==> config.mk <==
export PLATFORM = sky130hd
export DESIGN_NAME = serial_cfg_port
export DESIGN_NICKNAME = d
export VERILOG_FILES = /design/src/rtl/scp_pkg.sv /design/src/rtl/scp_sync.sv /design/src/rtl/scp_startup.sv /design/src/rtl/scp_shifter.sv /design/src/rtl/scp_bank.sv /design/src/rtl/serial_cfg_port.sv
export SDC_FILE = /design/constraint.sdc
export NUM_CORES = 1
export LEC_CHECK = 0
export ABC_CLOCK_PERIOD_IN_PS = 2550
export BUFFER_PORTS_ARGS = -buffer_cell sky130_fd_sc_hd__clkbuf_2
export CAP_MARGIN = 25
export CORE_MARGIN = 2
export CORE_UTILIZATION = 59
export DETAILED_ROUTE_END_ITERATION = 6
export PLACE_DENSITY = 0.79
export SLEW_MARGIN = 20
export SYNTH_ARGS = -nofsm -noshare
export SYNTH_HDL_FRONTEND = slang
export SYNTH_SLANG_ARGS = --single-unit
==> constraint.sdc <==
create_clock -name clk -period 2.55 [get_ports clk]
set_input_delay 0.255 -clock clk [delete_from_list [all_inputs] [get_ports clk]]
set_output_delay 0.255 -clock clk [all_outputs]
set_load 0.05 [all_outputs]
==> src/rtl/scp_pkg.sv <==
package scp_pkg;
  typedef enum logic [2:0] {
    ST_IDLE,
    ST_ADDR,
    ST_TBIT,
    ST_DATA,
    ST_DROP
  } frame_st_e;
endpackage

==> src/rtl/scp_sync.sv <==
module scp_sync #(
  parameter int               WIDTH   = 3,
  parameter int               STAGES  = 2,
  parameter logic [WIDTH-1:0] RST_VAL = '0
) (
  input  logic             clk,
  input  logic             rst_n,
  input  logic [WIDTH-1:0] async_i,
  output logic [WIDTH-1:0] sync_o,
  output logic [WIDTH-1:0] rise_o,
  output logic [WIDTH-1:0] fall_o
);
  logic [WIDTH-1:0] prev_q;

  for (genvar b = 0; b < WIDTH; b++) begin : g_bit
    logic [STAGES-1:0] chain_q;
    always_ff @(posedge clk or negedge rst_n) begin
      if (!rst_n) chain_q <= {STAGES{RST_VAL[b]}};
      else        chain_q <= {chain_q[STAGES-2:0], async_i[b]};
    end
    assign sync_o[b] = chain_q[STAGES-1];
  end

  always_ff @(posedge clk or negedge rst_n) begin
    if (!rst_n) prev_q <= RST_VAL;
    else        prev_q <= sync_o;
  end

  assign rise_o = sync_o & ~prev_q;
  assign fall_o = ~sync_o & prev_q;
endmodule

==> src/rtl/scp_startup.sv <==
module scp_startup #(
  parameter int CYCLES = 25000
) (
  input  logic clk,
  input  logic rst_n,
  output logic ready_o
);
  localparam int CW = $clog2(CYCLES + 1);

  logic [CW-1:0] cnt_q, cnt_d;
  logic          rdy_q, rdy_d;

  always_comb begin
    cnt_d = cnt_q;
    rdy_d = rdy_q;
    if (!rdy_q) begin
      if (cnt_q == CW'(CYCLES - 1)) rdy_d = 1'b1;
      else                          cnt_d = cnt_q + 1'b1;
    end
  end

  always_ff @(posedge clk or negedge rst_n) begin
    if (!rst_n) begin
      cnt_q <= '0;
      rdy_q <= 1'b0;
    end else begin
      cnt_q <= cnt_d;
      rdy_q <= rdy_d;
    end
  end

  assign ready_o = rdy_q;


  ready_sticky_chk: assert property (@(posedge clk) disable iff (!rst_n)
    ready_o |=> ready_o);
endmodule

==> src/rtl/scp_shifter.sv <==
module scp_shifter
  import scp_pkg::*;
#(
  parameter int DW     = 12,
  parameter int ADDR_W = 3
) (
  input  logic              clk,
  input  logic              rst_n,
  input  logic              ready_i,
  input  logic              sck_rise_i,
  input  logic              dat_i,
  input  logic              load_fall_i,
  input  logic              load_rise_i,
  output logic              wr_en_o,
  output logic [ADDR_W-1:0] wr_addr_o,
  output logic [DW-1:0]     wr_data_o
);
  localparam int CNT_W = $clog2(DW + 1);

  frame_st_e         st_q, st_d;
  logic [CNT_W-1:0]  cnt_q, cnt_d;
  logic [ADDR_W-1:0] addr_q, addr_d;
  logic [DW-1:0]     word_q, word_d;
  logic              wr_en_d;
  logic [ADDR_W-1:0] wr_addr_d;
  logic [DW-1:0]     wr_data_d;

  always_comb begin
    st_d      = st_q;
    cnt_d     = cnt_q;
    addr_d    = addr_q;
    word_d    = word_q;
    wr_en_d   = 1'b0;
    wr_addr_d = wr_addr_o;
    wr_data_d = wr_data_o;
    if (load_rise_i) begin
      st_d = ST_IDLE;
    end else begin
      unique case (st_q)
        ST_IDLE: if (load_fall_i && ready_i) begin
          st_d  = ST_ADDR;
          cnt_d = '0;
        end
        ST_ADDR: if (sck_rise_i) begin
          addr_d = {dat_i, addr_q[ADDR_W-1:1]};
          if (cnt_q == CNT_W'(ADDR_W - 1)) begin
            st_d  = ST_TBIT;
            cnt_d = '0;
          end else begin
            cnt_d = cnt_q + 1'b1;
          end
        end
        ST_TBIT: if (sck_rise_i) begin
          st_d  = dat_i ? ST_DROP : ST_DATA;
          cnt_d = '0;
        end
        ST_DATA: if (sck_rise_i) begin
          word_d = {dat_i, word_q[DW-1:1]};
          if (cnt_q == CNT_W'(DW - 1)) begin
            wr_en_d   = 1'b1;
            wr_addr_d = addr_q;
            wr_data_d = word_d;
            addr_d    = addr_q + 1'b1;
            cnt_d     = '0;
          end else begin
            cnt_d = cnt_q + 1'b1;
          end
        end
        ST_DROP: ;
        default: st_d = ST_IDLE;
      endcase
    end
  end

  always_ff @(posedge clk or negedge rst_n) begin
    if (!rst_n) begin
      st_q      <= ST_IDLE;
      cnt_q     <= '0;
      addr_q    <= '0;
      word_q    <= '0;
      wr_en_o   <= 1'b0;
      wr_addr_o <= '0;
      wr_data_o <= '0;
    end else begin
      st_q      <= st_d;
      cnt_q     <= cnt_d;
      addr_q    <= addr_d;
      word_q    <= word_d;
      wr_en_o   <= wr_en_d;
      wr_addr_o <= wr_addr_d;
      wr_data_o <= wr_data_d;
    end
  end


  wr_needs_ready_chk: assert property (@(posedge clk) disable iff (!rst_n)
    wr_en_o |-> ready_i);

  load_end_idle_chk: assert property (@(posedge clk) disable iff (!rst_n)
    load_rise_i |=> (st_q == ST_IDLE));

  cnt_range_chk: assert property (@(posedge clk) disable iff (!rst_n)
    (st_q == ST_DATA) |-> (cnt_q < CNT_W'(DW)));
endmodule

==> src/rtl/scp_bank.sv <==
module scp_bank #(
  parameter int DW        = 12,
  parameter int ADDR_W    = 3,
  parameter int NUM_REGS  = 4,
  parameter int CLAMP_IDX = 2,
  parameter int CLAMP_DEF = 128
) (
  input  logic                          clk,
  input  logic                          rst_n,
  input  logic                          wr_en_i,
  input  logic [ADDR_W-1:0]             wr_addr_i,
  input  logic [DW-1:0]                 wr_data_i,
  input  logic                          commit_i,
  output logic [NUM_REGS-1:0][DW-1:0]   active_o
);
  logic [NUM_REGS-1:0][DW-1:0] sh_q, sh_d, ac_d, eff, dflt;

  always_comb begin
    for (int i = 0; i < NUM_REGS; i++) begin
      dflt[i] = (i == CLAMP_IDX) ? DW'(CLAMP_DEF) : '0;
      eff[i]  = (wr_en_i && wr_addr_i == ADDR_W'(i)) ? wr_data_i : sh_q[i];
    end
  end

  always_comb begin
    sh_d = eff;
    ac_d = active_o;
    if (commit_i) begin
      if (eff[0][0]) begin
        sh_d = dflt;
        ac_d = dflt;
      end else begin
        ac_d = eff;
      end
    end
  end

  always_ff @(posedge clk or negedge rst_n) begin
    if (!rst_n) begin
      sh_q     <= dflt;
      active_o <= dflt;
    end else begin
      sh_q     <= sh_d;
      active_o <= ac_d;
    end
  end


  active_hold_chk: assert property (@(posedge clk) disable iff (!rst_n)
    !commit_i |=> $stable(active_o));

  shadow_hold_chk: assert property (@(posedge clk) disable iff (!rst_n)
    (!commit_i && !wr_en_i) |=> $stable(sh_q));

  soft_reset_chk: assert property (@(posedge clk) disable iff (!rst_n)
    (commit_i && eff[0][0]) |=> (active_o == dflt));
endmodule

==> src/rtl/serial_cfg_port.sv <==
module serial_cfg_port #(
  parameter int DW             = 12,
  parameter int ADDR_W         = 3,
  parameter int NUM_REGS       = 4,
  parameter int CLAMP_IDX      = 2,
  parameter int CLAMP_DEF      = 128,
  parameter int SYNC_STAGES    = 2,
  parameter int STARTUP_CYCLES = 25000
) (
  input  logic                   clk,
  input  logic                   rst_n,
  input  logic                   ser_clk_i,
  input  logic                   ser_dat_i,
  input  logic                   ser_load_n_i,
  output logic [NUM_REGS*DW-1:0] cfg_o,
  output logic [1:0]             power_mode_o
);
  localparam int SCK = 0;
  localparam int DAT = 1;
  localparam int LDN = 2;

  logic [2:0]                  s_lvl, s_rise, s_fall;
  logic                        ready;
  logic                        wr_en;
  logic [ADDR_W-1:0]           wr_addr;
  logic [DW-1:0]               wr_data;
  logic                        commit;
  logic [NUM_REGS-1:0][DW-1:0] active;

  scp_sync #(.WIDTH(3), .STAGES(SYNC_STAGES), .RST_VAL(3'b100)) u_sync (
    .clk     (clk),
    .rst_n   (rst_n),
    .async_i ({ser_load_n_i, ser_dat_i, ser_clk_i}),
    .sync_o  (s_lvl),
    .rise_o  (s_rise),
    .fall_o  (s_fall)
  );

  scp_startup #(.CYCLES(STARTUP_CYCLES)) u_startup (
    .clk     (clk),
    .rst_n   (rst_n),
    .ready_o (ready)
  );

  scp_shifter #(.DW(DW), .ADDR_W(ADDR_W)) u_shift (
    .clk         (clk),
    .rst_n       (rst_n),
    .ready_i     (ready),
    .sck_rise_i  (s_rise[SCK]),
    .dat_i       (s_lvl[DAT]),
    .load_fall_i (s_fall[LDN]),
    .load_rise_i (s_rise[LDN]),
    .wr_en_o     (wr_en),
    .wr_addr_o   (wr_addr),
    .wr_data_o   (wr_data)
  );

  assign commit = s_rise[LDN] & ready;

  scp_bank #(
    .DW(DW), .ADDR_W(ADDR_W), .NUM_REGS(NUM_REGS),
    .CLAMP_IDX(CLAMP_IDX), .CLAMP_DEF(CLAMP_DEF)
  ) u_bank (
    .clk       (clk),
    .rst_n     (rst_n),
    .wr_en_i   (wr_en),
    .wr_addr_i (wr_addr),
    .wr_data_i (wr_data),
    .commit_i  (commit),
    .active_o  (active)
  );

  assign cfg_o        = active;
  assign power_mode_o = active[0][2:1];


  pmode_follow_chk: assert property (@(posedge clk) disable iff (!rst_n)
    power_mode_o == cfg_o[2:1]);
endmodule

Word level (Yosys, flattened, before mapping):

Cells that the tools add are included.

* bits in registers: 159
* bits in latches: 0
* bits in writable memories: 0
* bits in read-only memories: 0
* bits of input ports: 5
* output and inout bits: 50
* word-level logic and storage cells: 98
* memories kept: 0

* add/subtract/negate cells: 3
* multipliers: 0
* divide/modulo/power cells: 0
* magnitude comparators: 0
* equal/unequal tests: 20
* shift-type cells: 0
* multiplexer cells: 30
* bitwise gates (word level): 8
* reductions and logical operators: 16

Operators with widths (count)
* $mux 48: 2
* $mux 12: 4
* $mux 3: 9
* $mux 4: 6
* $pmux 4 s4: 1
* $add 15x1->15 const B: 1
* $eq 15x15->1 const B: 1
* $eq 3x2->1 const B: 4
* $pmux 3 s4: 1
* $reduce_and 5->1: 2
* $and 3x3->3: 2
* $eq 3x1->1 const B: 2
* $logic_not 3->1: 2
* $mux 1: 6
* $ne 2x1->1 const B: 3
* $ne 2x2->1 const B: 3
* $ne 3x2->1 const B: 2
* $ne 3x3->1 const B: 2
* $not 3->3: 2
* $pmux 3 s2: 1
* $reduce_and 6->1: 1
* $logic_and 1x1->1: 5
* $add 4x1->4 const B: 1
* $eq 4x2->1 const B: 1
* other kinds (11): 13

Logic depth before layout (Yosys ltp):

* depth after elaboration: 6
* gate-level depth with buffers: 7
* mapped depth without buffers: 6

Cells and area by module:

A second synthesis with hierarchy kept.

* cells, all modules: 537
* area total of the unflattened synthesis: 6775.2 sq um

Modules (own cells, without submodules)
* scp_bank: instances 1, cells an instance 323, area an instance 3971.3 sq um, seq. area each 2379.8 sq um
* scp_shifter: instances 1, cells an instance 126, area an instance 1665.3 sq um, seq. area each 925.9 sq um
* scp_startup: instances 1, cells an instance 67, area an instance 813.3 sq um, seq. area each 400.4 sq um
* scp_sync: instances 1, cells an instance 18, area an instance 304.0 sq um, seq. area each 229.0 sq um
* serial_cfg_port: instances 1, cells an instance 3, area an instance 21.3 sq um, seq. area each 0.0 sq um

Worst setup path after synthesis:

Ideal clock, no wire load.

* kind: register to register
* start: register u_shift.st_q[2]
* end: register u_shift.wr_data_o[10]
* data arrival time: 1713 ps
* slack: 712 ps
* cell stages (with the launch flop): 6
* period minus slack after synthesis: 1838 ps
* cell sequence: dfrtp_1 > clkbuf_1 > nand3b_1 > nor4_4 > buf_6 > mux2_2

* word-level cells in the longest chain between the ends: 2

Ends and longest elaborated chain
* from (decl): line scp_shifter.sv:20 `frame_st_e st_q, st_d;`
* from (signal assigned): line scp_shifter.sv:85 `st_q <= st_d;`
* $eq 3x2->1: line scp_shifter.sv:39 `unique case (st_q)`
* $reduce_and 4->1 (no source line)
* to (signal assigned): line scp_shifter.sv:91 `wr_data_o <= wr_data_d;`
* to (decl): line scp_shifter.sv:16 `output logic [DW-1:0] wr_data_o`

No other way between the ends.
A chain may end at the register's enable or synchronous reset.

==> flow_metrics.env <==
export IMPL_placementRows=38
export IMPL_fin_skew_ns=0.0122
export IMPL_drive_gt1_share_pct=23.4
export IMPL_power_internal_mw=3.84
export IMPL_vias=4162
export IMPL_nNetsFinal=587
export IMPL_final_common_cell="dfrtp_1"
export IMPL_combPwrFrac_pct=1.5
export IMPL_dieArea_um2=11700
export IMPL_hold_slack_ns=0.216
export IMPL_portBuffers=53
export IMPL_ir_drop_mv=0.492
export IMPL_crit_start="u_shift.wr_addr_o[0]"
export IMPL_tightest_slew_ns=0.880
export IMPL_finalHoldViolCount=0
export IMPL_yosysWarningCount=0
export IMPL_start_util_pct=59.9
export IMPL_synth_top_family_by_area="simple AND/OR/NAND/NOR gates"
export IMPL_synthAdderAreaFrac_pct=0.781
export IMPL_arrival_ns=2.49
export IMPL_vias_per_cell=5.69
export IMPL_rsz0062_at_grt="no"
export IMPL_swShare_pct=21.0
export IMPL_yosys_most_used_dff="dfrtp_1"
export IMPL_synth_compound_area_share_pct=7.98
export IMPL_diodes=0
export IMPL_grt_max_degree=96
export IMPL_clock_latency_ns=0.53
export IMPL_r2r_start="u_shift.wr_addr_o[0]"
export IMPL_synthCells=522
export IMPL_synth_seq_cells=156
export IMPL_max_freq_mhz=489
export IMPL_yosys_area_share_simple_pct=12.9
export IMPL_outcome="completed"
export IMPL_cp_start_kind="flip-flop"
export IMPL_setup_tns_ns=0
export IMPL_ys_seq_area_share_pct=61.0
export IMPL_synth_cell_types=55
export IMPL_hpwlAfterDp_um=7860
export IMPL_grt_util_all_layers_pct=23.1
export IMPL_drt_pass1_iterations=4
export IMPL_async_reset_ff_share_pct=100
export IMPL_avgRoutedWirePerCell_um=16.9
export IMPL_fin_ws_ns=0.506
export IMPL_cts_htree_levels=4
export IMPL_maxSlewViolCount=0
export IMPL_path_max_fanout=18
export IMPL_synthXorXnorAreaFrac_pct=1.78
export IMPL_fp_coreArea_um2=10700
export IMPL_grt_antenna_before_repair=0
export IMPL_cts_root_buf="clkbuf_8"
export IMPL_grt_pass1_vias=4042
export IMPL_hold_path_class="input port to asynchronous set/reset pin"
export IMPL_drc=0
export IMPL_netlist_area_um2=6410
export IMPL_mostFrequentLayoutCells="151 x dfrtp_1, 53 x nor2_1, 53 x nand2_1"
export IMPL_ant_nets=0
export IMPL_synth_edf_count=0
export IMPL_synthMuxAreaShare_pct=12.5
export IMPL_clk_path_buf_depth=2
export IMPL_die_width_um=108
export IMPL_drt_initial_drc_count=305
export IMPL_cts_sinks=156
export IMPL_worstSetupEndpointType="flip-flop"
export IMPL_routed_wl_um=12300
export IMPL_path_class="flip-flop to flip-flop"
export IMPL_fp_dieH_um=108
export IMPL_setup_viol=0
export IMPL_fin_crit_sh_pct=80.2
export IMPL_pin_count=55
export IMPL_place_ws_ns=0.535
export IMPL_place_congestion=0.786
export IMPL_postSynthNetCount=531
export IMPL_cts_resized=0
export IMPL_cts_buffers=17
export IMPL_cts_clk_slew_worst_paths_ns=0.06
export IMPL_power_switching_mw=1.02
export IMPL_worstPathRequired_ns=2.99
export IMPL_cts_tree="done"
export IMPL_leakage_nw=3.63
export IMPL_synth_area_per_cell_um2=12.3
export IMPL_synthToLayoutAreaGrowth_pct=15.1
export IMPL_worstRegToRegCells=5
export IMPL_maxSlewHeadroom_pct=41.3
export IMPL_ff2ff_setup_slack_ns=0.51
export IMPL_r2r_end="u_bank.sh_q[31]"
export IMPL_power_density_nw_per_um2=659
export IMPL_drv_cap=0
export IMPL_min_period_ns=2.04
export IMPL_clkPwrFrac_pct=47.3
export IMPL_grt_pass1_wl_um=20300
export IMPL_seqPwrFrac_pct=51.2
export IMPL_grt_overflow=0
## power groups by stage
stage	clock network [mW]	logic, mW	registers, mW
final	2.30	0.0733	2.49
after global routing	2.45	0.0863	2.49
after CTS	2.34	0.0772	2.49
after detailed placement	0	0.0718	2.53
after global placement	0	0.0705	2.53
after floorplan	0	0.0128	2.53
## synthesized netlist by cell type, drive strengths merged, types with 3 or more instances
library cell | instances | share of area (%)
nand3 | 13 | 1.0
xnor2 | 9 | 1.2
o31ai | 48 | 5.6
dfrtp | 151 | 59
nand4 | 3 | 0.29
a21oi | 3 | 0.23
nand2b | 5 | 0.49
nor4 | 4 | 0.72
ha | 4 | 0.78
clkbuf | 12 | 0.70
nor3 | 5 | 0.39
dfstp | 5 | 2.0
buf | 21 | 2.0
o21ai | 3 | 0.23
nor2 | 54 | 3.2
nand3b | 5 | 0.59
mux2i | 48 | 7.5
inv | 6 | 0.35
nor2b | 3 | 0.29
xor2 | 4 | 0.55
nand2 | 54 | 3.2
mux2 | 28 | 5.0
## stage by stage
step | power, mW | std cells | util (%) | cell area (µm²)
2_1_floorplan | 2.55 | 522 | - | 6410
3_3_place_gp | 2.60 | 695 | 63.5 | 6800
3_5_place_dp | 2.60 | 695 | 63.5 | 6800
4_1_cts | 4.91 | 731 | 69.0 | 7380
5_1_grt | 5.03 | 731 | 69.0 | 7380
6_report | 4.86 | 731 | 69.0 | 7380
## metal layers
| layer | wire, µm | vias up | part of all wire [%] | global-route usage [%] |
|---|---|---|---|---|
| met5 | 0 | - | 0 | 0 |
| met4 | 195 | 0 | 1.6 | 9.34 |
| met3 | 474 | 13 | 3.8 | 6.27 |
| met2 | 6180 | 93 | 50 | 37.3 |
| met1 | 5490 | 2101 | 45 | 30.0 |
| li1 | - | 1955 | - | - |
## logic make-up after synthesis
group / count (synthesis)
DFF: 156
muxes: 76
other: 1
and+or+nand+nor: 165
xor gates and xnor gates: 13
adders and majority gates: 4
AOI/OAI and AO/OA: 68
buffers and inverters: 39
## state kept, by name (all words and copies together) (netlist names), 4 cells and up
register and count:
u_bank.active_o 47, u_bank.sh_q 48, u_shift.cnt_q 4, u_shift.word_q 11, u_shift.wr_data_o 12, u_startup.cnt_q 15
u_sync.g_bit.chain_q 6
## critical path, cell delays in order, from the launching register on
cell,delay [ns]
dfrtp_1,0.42
nor4b_2,0.35
mux2_2,0.38
and2b_1,0.35
buf_4,0.30
nand2b_1,0.17
## area by class of cell
cell class / count / area [µm²]
Multi-Input combinational cell: 327 / 2310
Sequential cell: 156 / 3910
Fill cell: 754 / 3320
Tap cell: 140 / 175
Timing Repair Buffer: 70 / 422
Clock buffer: 22 / 453
Inverter: 6 / 22.5
Clock inverter: 10 / 91.3
## how the worst max path moves through the flow
stage | endpoint | slack [ns] | cells past startpoint
floorplan | u_shift.wr_data_o[10] | 0.71 | 5
global placement | u_bank.sh_q[31] | 0.59 | 5
detailed placement | u_bank.sh_q[31] | 0.53 | 5
CTS | u_bank.sh_q[31] | 0.50 | 5
global route | u_bank.sh_q[31] | 0.37 | 5
finish | u_bank.sh_q[31] | 0.51 | 5
## repair_timing
action	in CTS	in global routing
endpoints found under the hold margin	46	0
hold buffers	4	0
setup buffers	0	0
Power figures use the tool's default switching activity.
